--- src/rtl/scd_pkg.sv ---
package scd_pkg;

   typedef enum logic {
      SCD_OUT_PASS = 1'b0,
      SCD_OUT_REG  = 1'b1
   } out_mode_e;

   function automatic int unsigned idx_width(input int unsigned n);
      return (n > 1) ? $clog2(n) : 1;
   endfunction

endpackage

--- src/rtl/scd_pos_tracker.sv ---
module scd_pos_tracker #(
   parameter int unsigned SCAN_IDX_W = 4,
   parameter int unsigned DLY_W      = 8
) (
   input  logic                  clk,
   input  logic                  rst_n,
   input  logic                  clear,
   input  logic                  advance,
   input  logic [SCAN_IDX_W-1:0] scan_last,
   input  logic [DLY_W-1:0]      delay,
   output logic                  keep,
   output logic                  first
);

   logic [SCAN_IDX_W-1:0] samp_q;
   logic [DLY_W-1:0]      scan_q;
   logic                  samp_wrap;
   logic                  scan_wrap;

   assign samp_wrap = (samp_q == scan_last);
   assign scan_wrap = (scan_q == delay);

   // position = scan_q * scan length + samp_q, kept as two counters
   always_ff @(posedge clk or negedge rst_n) begin
      if (!rst_n) begin
         samp_q <= '0;
         scan_q <= '0;
      end else if (clear) begin
         samp_q <= '0;
         scan_q <= '0;
      end else if (advance) begin
         if (samp_wrap) begin
            samp_q <= '0;
            scan_q <= scan_wrap ? '0 : scan_q + 1'b1;
         end else begin
            samp_q <= samp_q + 1'b1;
         end
      end
   end

   assign keep  = (scan_q == '0);
   assign first = keep && (samp_q == '0);

endmodule

--- src/rtl/scd_out_stage.sv ---
module scd_out_stage #(
   parameter int unsigned       DATA_W   = 16,
   parameter scd_pkg::out_mode_e OUT_MODE = scd_pkg::SCD_OUT_REG
) (
   input  logic              clk,
   input  logic              rst_n,
   input  logic              push_valid,
   input  logic [DATA_W-1:0] push_data,
   input  logic              push_first,
   output logic              can_take,
   output logic              out_valid,
   input  logic              out_ready,
   output logic [DATA_W-1:0] out_data,
   output logic              out_first
);

   generate
      if (OUT_MODE == scd_pkg::SCD_OUT_REG) begin : g_reg
         logic              ov_q;
         logic [DATA_W-1:0] od_q;
         logic              of_q;
         logic              take;

         assign can_take = !ov_q || out_ready;
         assign take     = push_valid && can_take;

         always_ff @(posedge clk or negedge rst_n) begin
            if (!rst_n) begin
               ov_q <= 1'b0;
            end else if (take) begin
               ov_q <= 1'b1;
            end else if (out_ready) begin
               ov_q <= 1'b0;
            end
         end

         always_ff @(posedge clk) begin
            if (take) begin
               od_q <= push_data;
               of_q <= push_first;
            end
         end

         assign out_valid = ov_q;
         assign out_data  = od_q;
         assign out_first = of_q;
      end else begin : g_pass
         logic unused_clk;
         assign unused_clk = clk ^ rst_n;
         assign can_take   = out_ready;
         assign out_valid  = push_valid;
         assign out_data   = push_data;
         assign out_first  = push_first;
      end
   endgenerate

endmodule

--- src/rtl/scan_burst_decimator.sv ---
module scan_burst_decimator #(
   parameter int unsigned        DATA_W     = 16,
   parameter int unsigned        SCAN_MAX   = 16,
   parameter int unsigned        DELAY_MAX  = 255,
   parameter scd_pkg::out_mode_e OUT_MODE   = scd_pkg::SCD_OUT_REG,
   localparam int unsigned       SCAN_IDX_W = scd_pkg::idx_width(SCAN_MAX),
   localparam int unsigned       DLY_W      = scd_pkg::idx_width(DELAY_MAX + 1)
) (
   input  logic                  clk,
   input  logic                  rst_n,
   input  logic                  cfg_load,
   input  logic [SCAN_IDX_W-1:0] cfg_scan_last,
   input  logic [DLY_W-1:0]      cfg_delay,
   input  logic                  start,
   input  logic                  in_valid,
   output logic                  in_ready,
   input  logic [DATA_W-1:0]     in_data,
   output logic                  out_valid,
   input  logic                  out_ready,
   output logic [DATA_W-1:0]     out_data,
   output logic                  out_first
);

   initial begin
      if (DATA_W < 1)   $error("DATA_W must be at least 1");
      if (SCAN_MAX < 1) $error("SCAN_MAX must be at least 1");
   end

   logic [SCAN_IDX_W-1:0] scan_last_q;
   logic [DLY_W-1:0]      delay_q;
   logic                  ctrl;
   logic                  keep_w;
   logic                  first_w;
   logic                  can_take_w;
   logic                  accept;

   always_ff @(posedge clk or negedge rst_n) begin
      if (!rst_n) begin
         scan_last_q <= '0;
         delay_q     <= '0;
      end else if (cfg_load) begin
         scan_last_q <= cfg_scan_last;
         delay_q     <= cfg_delay;
      end
   end

   assign ctrl     = start || cfg_load;
   assign in_ready = !ctrl && (!keep_w || can_take_w);
   assign accept   = in_valid && in_ready;

   scd_pos_tracker #(
      .SCAN_IDX_W(SCAN_IDX_W),
      .DLY_W     (DLY_W)
   ) u_pos (
      .clk      (clk),
      .rst_n    (rst_n),
      .clear    (ctrl),
      .advance  (accept),
      .scan_last(scan_last_q),
      .delay    (delay_q),
      .keep     (keep_w),
      .first    (first_w)
   );

   scd_out_stage #(
      .DATA_W  (DATA_W),
      .OUT_MODE(OUT_MODE)
   ) u_out (
      .clk       (clk),
      .rst_n     (rst_n),
      .push_valid(in_valid && keep_w && !ctrl),
      .push_data (in_data),
      .push_first(first_w),
      .can_take  (can_take_w),
      .out_valid (out_valid),
      .out_ready (out_ready),
      .out_data  (out_data),
      .out_first (out_first)
   );

endmodule

--- config.mk ---
export PLATFORM = sky130hd
export DESIGN_NAME = scan_burst_decimator
export DESIGN_NICKNAME = d
export VERILOG_FILES = /design/src/rtl/scd_pkg.sv /design/src/rtl/scd_pos_tracker.sv /design/src/rtl/scd_out_stage.sv /design/src/rtl/scan_burst_decimator.sv
export SDC_FILE = /design/constraint.sdc
export NUM_CORES = 1
export LEC_CHECK = 0
export BUFFER_PORTS_ARGS = -buffer_cell sky130_fd_sc_hd__clkbuf_2
export CORE_ASPECT_RATIO = 1.2
export CORE_MARGIN = 5
export CORE_UTILIZATION = 51
export CTS_CLUSTER_SIZE = 10
export DETAILED_ROUTE_END_ITERATION = 6
export HOLD_SLACK_MARGIN = 0.15
export PLACE_DENSITY = 0.79
export SYNTH_ARGS = -nofsm -noshare
export SYNTH_HDL_FRONTEND = slang
export SYNTH_SLANG_ARGS = --single-unit
--- constraint.sdc ---
create_clock -name clk -period 3.54 [get_ports clk]
set_clock_uncertainty 0.2 [all_clocks]
set_input_delay 0.354 -clock clk [delete_from_list [all_inputs] [get_ports clk]]
set_output_delay 0.354 -clock clk [all_outputs]
set_load 0.005 [all_outputs]
== Word level (Yosys, flattened, before mapping) ==
Cells that the tools add are included.

* $add $sub $neg: 2
* Equal/unequal tests: 2
* Muxes and demuxes: 9
* Reduce and logical (&&, ||, !) cells: 18

{| class="wikitable"
|+ Operators by type and width
! cell !! count
|-
| two-way mux 8 bit || 4
|-
| two-way mux 4 bit || 3
|-
| adder 8 x 1 -> 8 bit, second input constant || 1
|-
| == test 8 bit || 1
|-
| logical NOT 8 bit || 1
|-
| logical AND 1 bit || 6
|-
| nonzero test 2 bit || 3
|-
| adder 4 x 1 -> 4 bit, second input constant || 1
|-
| == test 4 bit || 1
|-
| logical NOT 4 bit || 1
|-
| logical NOT 1 bit || 3
|-
| logical OR 1 bit || 3
|-
| two-way mux 1 bit || 2
|-
| AND reduction 2 bit || 1
|}

* Flip-flop bits (word level): 42
* Output and inout port bits: 19
* Logic and storage cells: 38

== Logic depth before layout (Yosys ltp) ==
* Depth after elaboration: 7
* Depth in mapped cells: 7
* Mapped depth without buffers: 7

== By module ==
Synthesis repeated with hierarchy kept, for this count alone.

* Cell total of the unflattened synthesis: 161
* Area, all modules: 1986.9 um^2

{| class="wikitable"
|+ By module, submodules not included
! module !! times used !! cells an instance !! area an instance (um^2) !! sequential area each (um^2)
|-
| scd_pos_tracker || 1 || 108 || 934.6 || 300.3
|-
| scd_out_stage || 1 || 21 || 564.3 || 535.5
|-
| scan_burst_decimator || 1 || 32 || 488.0 || 300.3
|}

== Least setup slack after synthesis ==
No wires, ideal clock.

* Kind: register to register
* From: register u_pos.scan_q[0]
* To: register u_out.g_reg.od_q[0], in the netlist u_out.out_data[0], enable pin
* Library setup time: 0.413 ns
* Data arrival time: 2.232 ns
* Setup slack: 0.695 ns
* Stages on the path, launching flop included: 6
* Buffers on the path: 0
* Cells stage by stage: dfrtp_1 inv_1 ha_1 nor4b_2 nand2_1 nor3_1

* Cells in the longest elaborated chain, start to end: 4

{| class="wikitable"
|+ RTL lines
! item !! line !! source
|-
| start: declaration || scd_pos_tracker.sv:16 || <nowiki>logic [DLY_W-1:0] scan_q;</nowiki>
|-
| start signal: assignment || scd_pos_tracker.sv:34 || <nowiki>scan_q <= scan_wrap ? '0 : scan_q + 1'b1;</nowiki>
|-
| logical NOT 8 bit || scd_pos_tracker.sv:41 || <nowiki>assign keep = (scan_q == '0);</nowiki>
|-
| logical AND 1 bit (2 in a row) || scan_burst_decimator.sv:71 || <nowiki>.push_valid(in_valid && keep_w && !ctrl),</nowiki>
|-
| logical AND 1 bit || scd_out_stage.sv:25 || <nowiki>assign take = push_valid && can_take;</nowiki>
|-
| via u_out.g_reg.take || scd_out_stage.sv:22 || <nowiki>logic take;</nowiki>
|-
| end signal: assignment || scd_out_stage.sv:39 || <nowiki>od_q <= push_data;</nowiki>
|-
| end: declaration || scd_out_stage.sv:20 || <nowiki>logic [DATA_W-1:0] od_q;</nowiki>
|}

The timed path passes the listed nets, and every way through them passes these cells.
A chain may end at the register's enable or synchronous reset.

== Worst setup path in the final report ==
* From: register u_pos.scan_q[1]
* To: output in_ready

* Cells in the longest elaborated chain, start to end: 4

{| class="wikitable"
|+ RTL lines
! item !! line !! source
|-
| logical NOT 8 bit || scd_pos_tracker.sv:41 ||
|-
| logical NOT 1 bit || scan_burst_decimator.sv:48 || <nowiki>assign in_ready = !ctrl && (!keep_w || can_take_w);</nowiki>
|-
| logical OR 1 bit || scan_burst_decimator.sv:48 ||
|-
| logical AND 1 bit || scan_burst_decimator.sv:48 ||
|-
| end: declaration || scan_burst_decimator.sv:16 || <nowiki>output logic in_ready,</nowiki>
|}

No other way between the ends.

==> impl_metrics.yaml <==
run_status:
  run_status: "finished clean"
detailed_routing:
  first_pass_iters: 4
  num_vias: 1491
  drt_iter0_drc: 86
  drc_errors: 0
  via_per_inst: 5.29
  drt.antenna.violating_nets: 0
  wirelength_um: 4820
  wl_per_cell_um: 17.1
die:
  fp.coreArea_um2: 3630
  start_util_pct: 52.3
  dieArea_um2: 5050
  io_pins: 53
  die_h_um: 76.9
  placementRows: 24
  fp.dieW_um: 65.7
layout:
  instances_no_fill: 282
  syn_to_final_growth_pct: 37.7
  final_area_um2: 2620
  drive_above_1_share_pct: 38.3
  final_common_cell: "clkbuf_2"
  nNetsFinal: 267
  final_cell_mix: "clkbuf_2, dlygate4sd3_1, dfrtp_1, edfxtp_1, nand2_1"
  diodes: 0
global_routing:
  grt_overflow: 0
  grt_max_degree: 26
  grtUsageTotal_pct: 20.6
  grt_pass1_wl_um: 7850
  antenna_found_initial: 0
  grt_pass1_vias: 1638
power:
  p_per_area_nw_per_um2: 384
  ir_worst_vdd_v: 0.000287
  power_leakage_nw: 1.11
  total_power_w: 0.00101
timing:
  tns_ps: 0
  timing.slew.headroom_pct: 58.2
  setup_violations: 0
  fin_crit_sh_pct: 66.0
  tightest_slew_ps: 627
  max_freq_ghz: 0.428
  finalMaxSlewViolations: 0
  fin_crit_ps: 2340
  hold_viol: 0
  grt_setup_unrepaired: "false"
setup_path:
  cp.required_ps: 2990
  worstSetupStartpointType: "flop"
  cp_max_fo: 5
  timing.reg2reg.setup_slack_ps: 1360
  crit_arrival_ps: 1780
  worstSetupPathType: "flop to output pin"
  cp-end-kind: "output pin"
synth:
  synth_edf_count: 17
  synth_area_um2: 1900
  synth_warnings: 0
  yosys.area.top_type_share_pct: 32.9
  synth_area_per_cell_um2: 13.5
  netlist_instances: 141
  ys_seq_area_share_pct: 59.8
  ys.flop_type: "dfrtp_1"
  ys_async_sr_fraction_pct: 59.5
  synth.area.top_cells: "dfrtp_1, edfxtp_1, mux2_2"
  synth-seq-cells: 42
  syn-num-nets: 179
  synth_cell_types: 36
  yosysTopAreaCell: "dfrtp_1"
clocking:
  clkTransAtPathRegs_ps: 80
  insertion_delay_ps: 300
  cts_tree: "built"
  clock-sinks: 42
  cts_root_buf: "clkbuf_8"
  cts_made_buffers: 5
  cts_resized: 0
  cts_max_level: 2
  clock_path_buffers: 2
place:
  placed_cell_area_um2: 2230
  dp_hpwl_um: 3000
  io_buffers: 52
  place_inst: 245
  routabilityCongestion: 0.844
job:
  cap_violations: 0
hold_path:
  hp-class: "primary input to flop"
-- critical path: stages (launching register included) --
cell and delay, ps:
dfrtp_1 440, inv_1 90, ha_1 130, nor4b_2 290
nand3_1 190, and2_1 220, clkbuf_2 120
-- cells by family after synthesis --
logic type | Yosys count | share of synthesized area [%]
xor+xnor | 12 | 5.53
buf+inv | 7 | 1.38
compound gates | 24 | 11.9
simple gates | 40 | 11.7
mux | 12 | 7.11
fa+ha+maj | 4 | 2.63
flops | 42 | 59.8
-- cells in the mapped netlist, drive strengths merged (4+ instances only) --
| cell type | count |
|---|---|
| o2bb2a | 4 |
| nand3 | 5 |
| inv | 6 |
| o21ai | 6 |
| xor2 | 4 |
| mux2 | 12 |
| o31ai | 4 |
| ha | 4 |
| edfxtp | 17 |
| xnor2 | 8 |
| nor2 | 5 |
| dfrtp | 25 |
| nand2 | 14 |
-- per-stage QoR --
step / hold slack [ps] / util, % / setup slack, ps
floorplan: -142 / - / 695
global placement: 184 / 61.5 / 1420
detailed placement: 197 / 61.5 / 1340
CTS: 171 / 72.0 / 1190
global route: 230 / 72.0 / 1030
finish: 217 / 72.0 / 1200
-- flip-flops by register name, summed over array words and instances (netlist names) --
register / cells
u_out.out_data: 16
delay_q: 8
u_pos.scan_q: 8
scan_last_q: 4
u_pos.samp_q: 4
u_out.out_first: 1
u_out.out_valid: 1
-- timing repair --
item,4_1_cts,5_1_grt
hold buffers,29,0
endpoints found under the hold margin,53,0
setup buffers,0,0
-- routing by layer --
layer / share of wire [%] / GRT usage (%)
met5: 0 / 0
met4: 2.4 / 8.71
met3: 4.9 / 5.26
met2: 56 / 38.5
met1: 36 / 20.9
-- report_power, final --
part / switching, W / total, W / leakage [nW] / internal, W
clock: 0.000174 / 0.000315 / 0.0408 / 0.000141
sequential: 0.0000183 / 0.000552 / 0.475 / 0.000533
combinational: 0.0000633 / 0.000138 / 0.594 / 0.0000750
-- area by class of cell --
cell class                 count  area, um2
inverter                       6       22.5
timing repair buffer          82        558
clock inverter                 3       23.8
multi-input combinational     92        743
tap                           52       65.1
fill                         242       1020
clock buffer                   5       68.8
sequential                    42       1140
-- worst paths after layout --
path	startpoint	cells past startpoint	endpoint
worst max-delay path	u_pos.scan_q[1]	6	in_ready
worst min-delay path	in_valid	3	u_out.out_valid
worst max register to register	u_pos.scan_q[1]	6	u_out.out_data[9]
worst min register to register	delay_q[3]	1	delay_q[3]
max in group asynchronous	rst_n	2	u_pos.scan_q[5]
min in group asynchronous	rst_n	2	scan_last_q[3]
No activity file was read; power rests on OpenSTA's default activity.
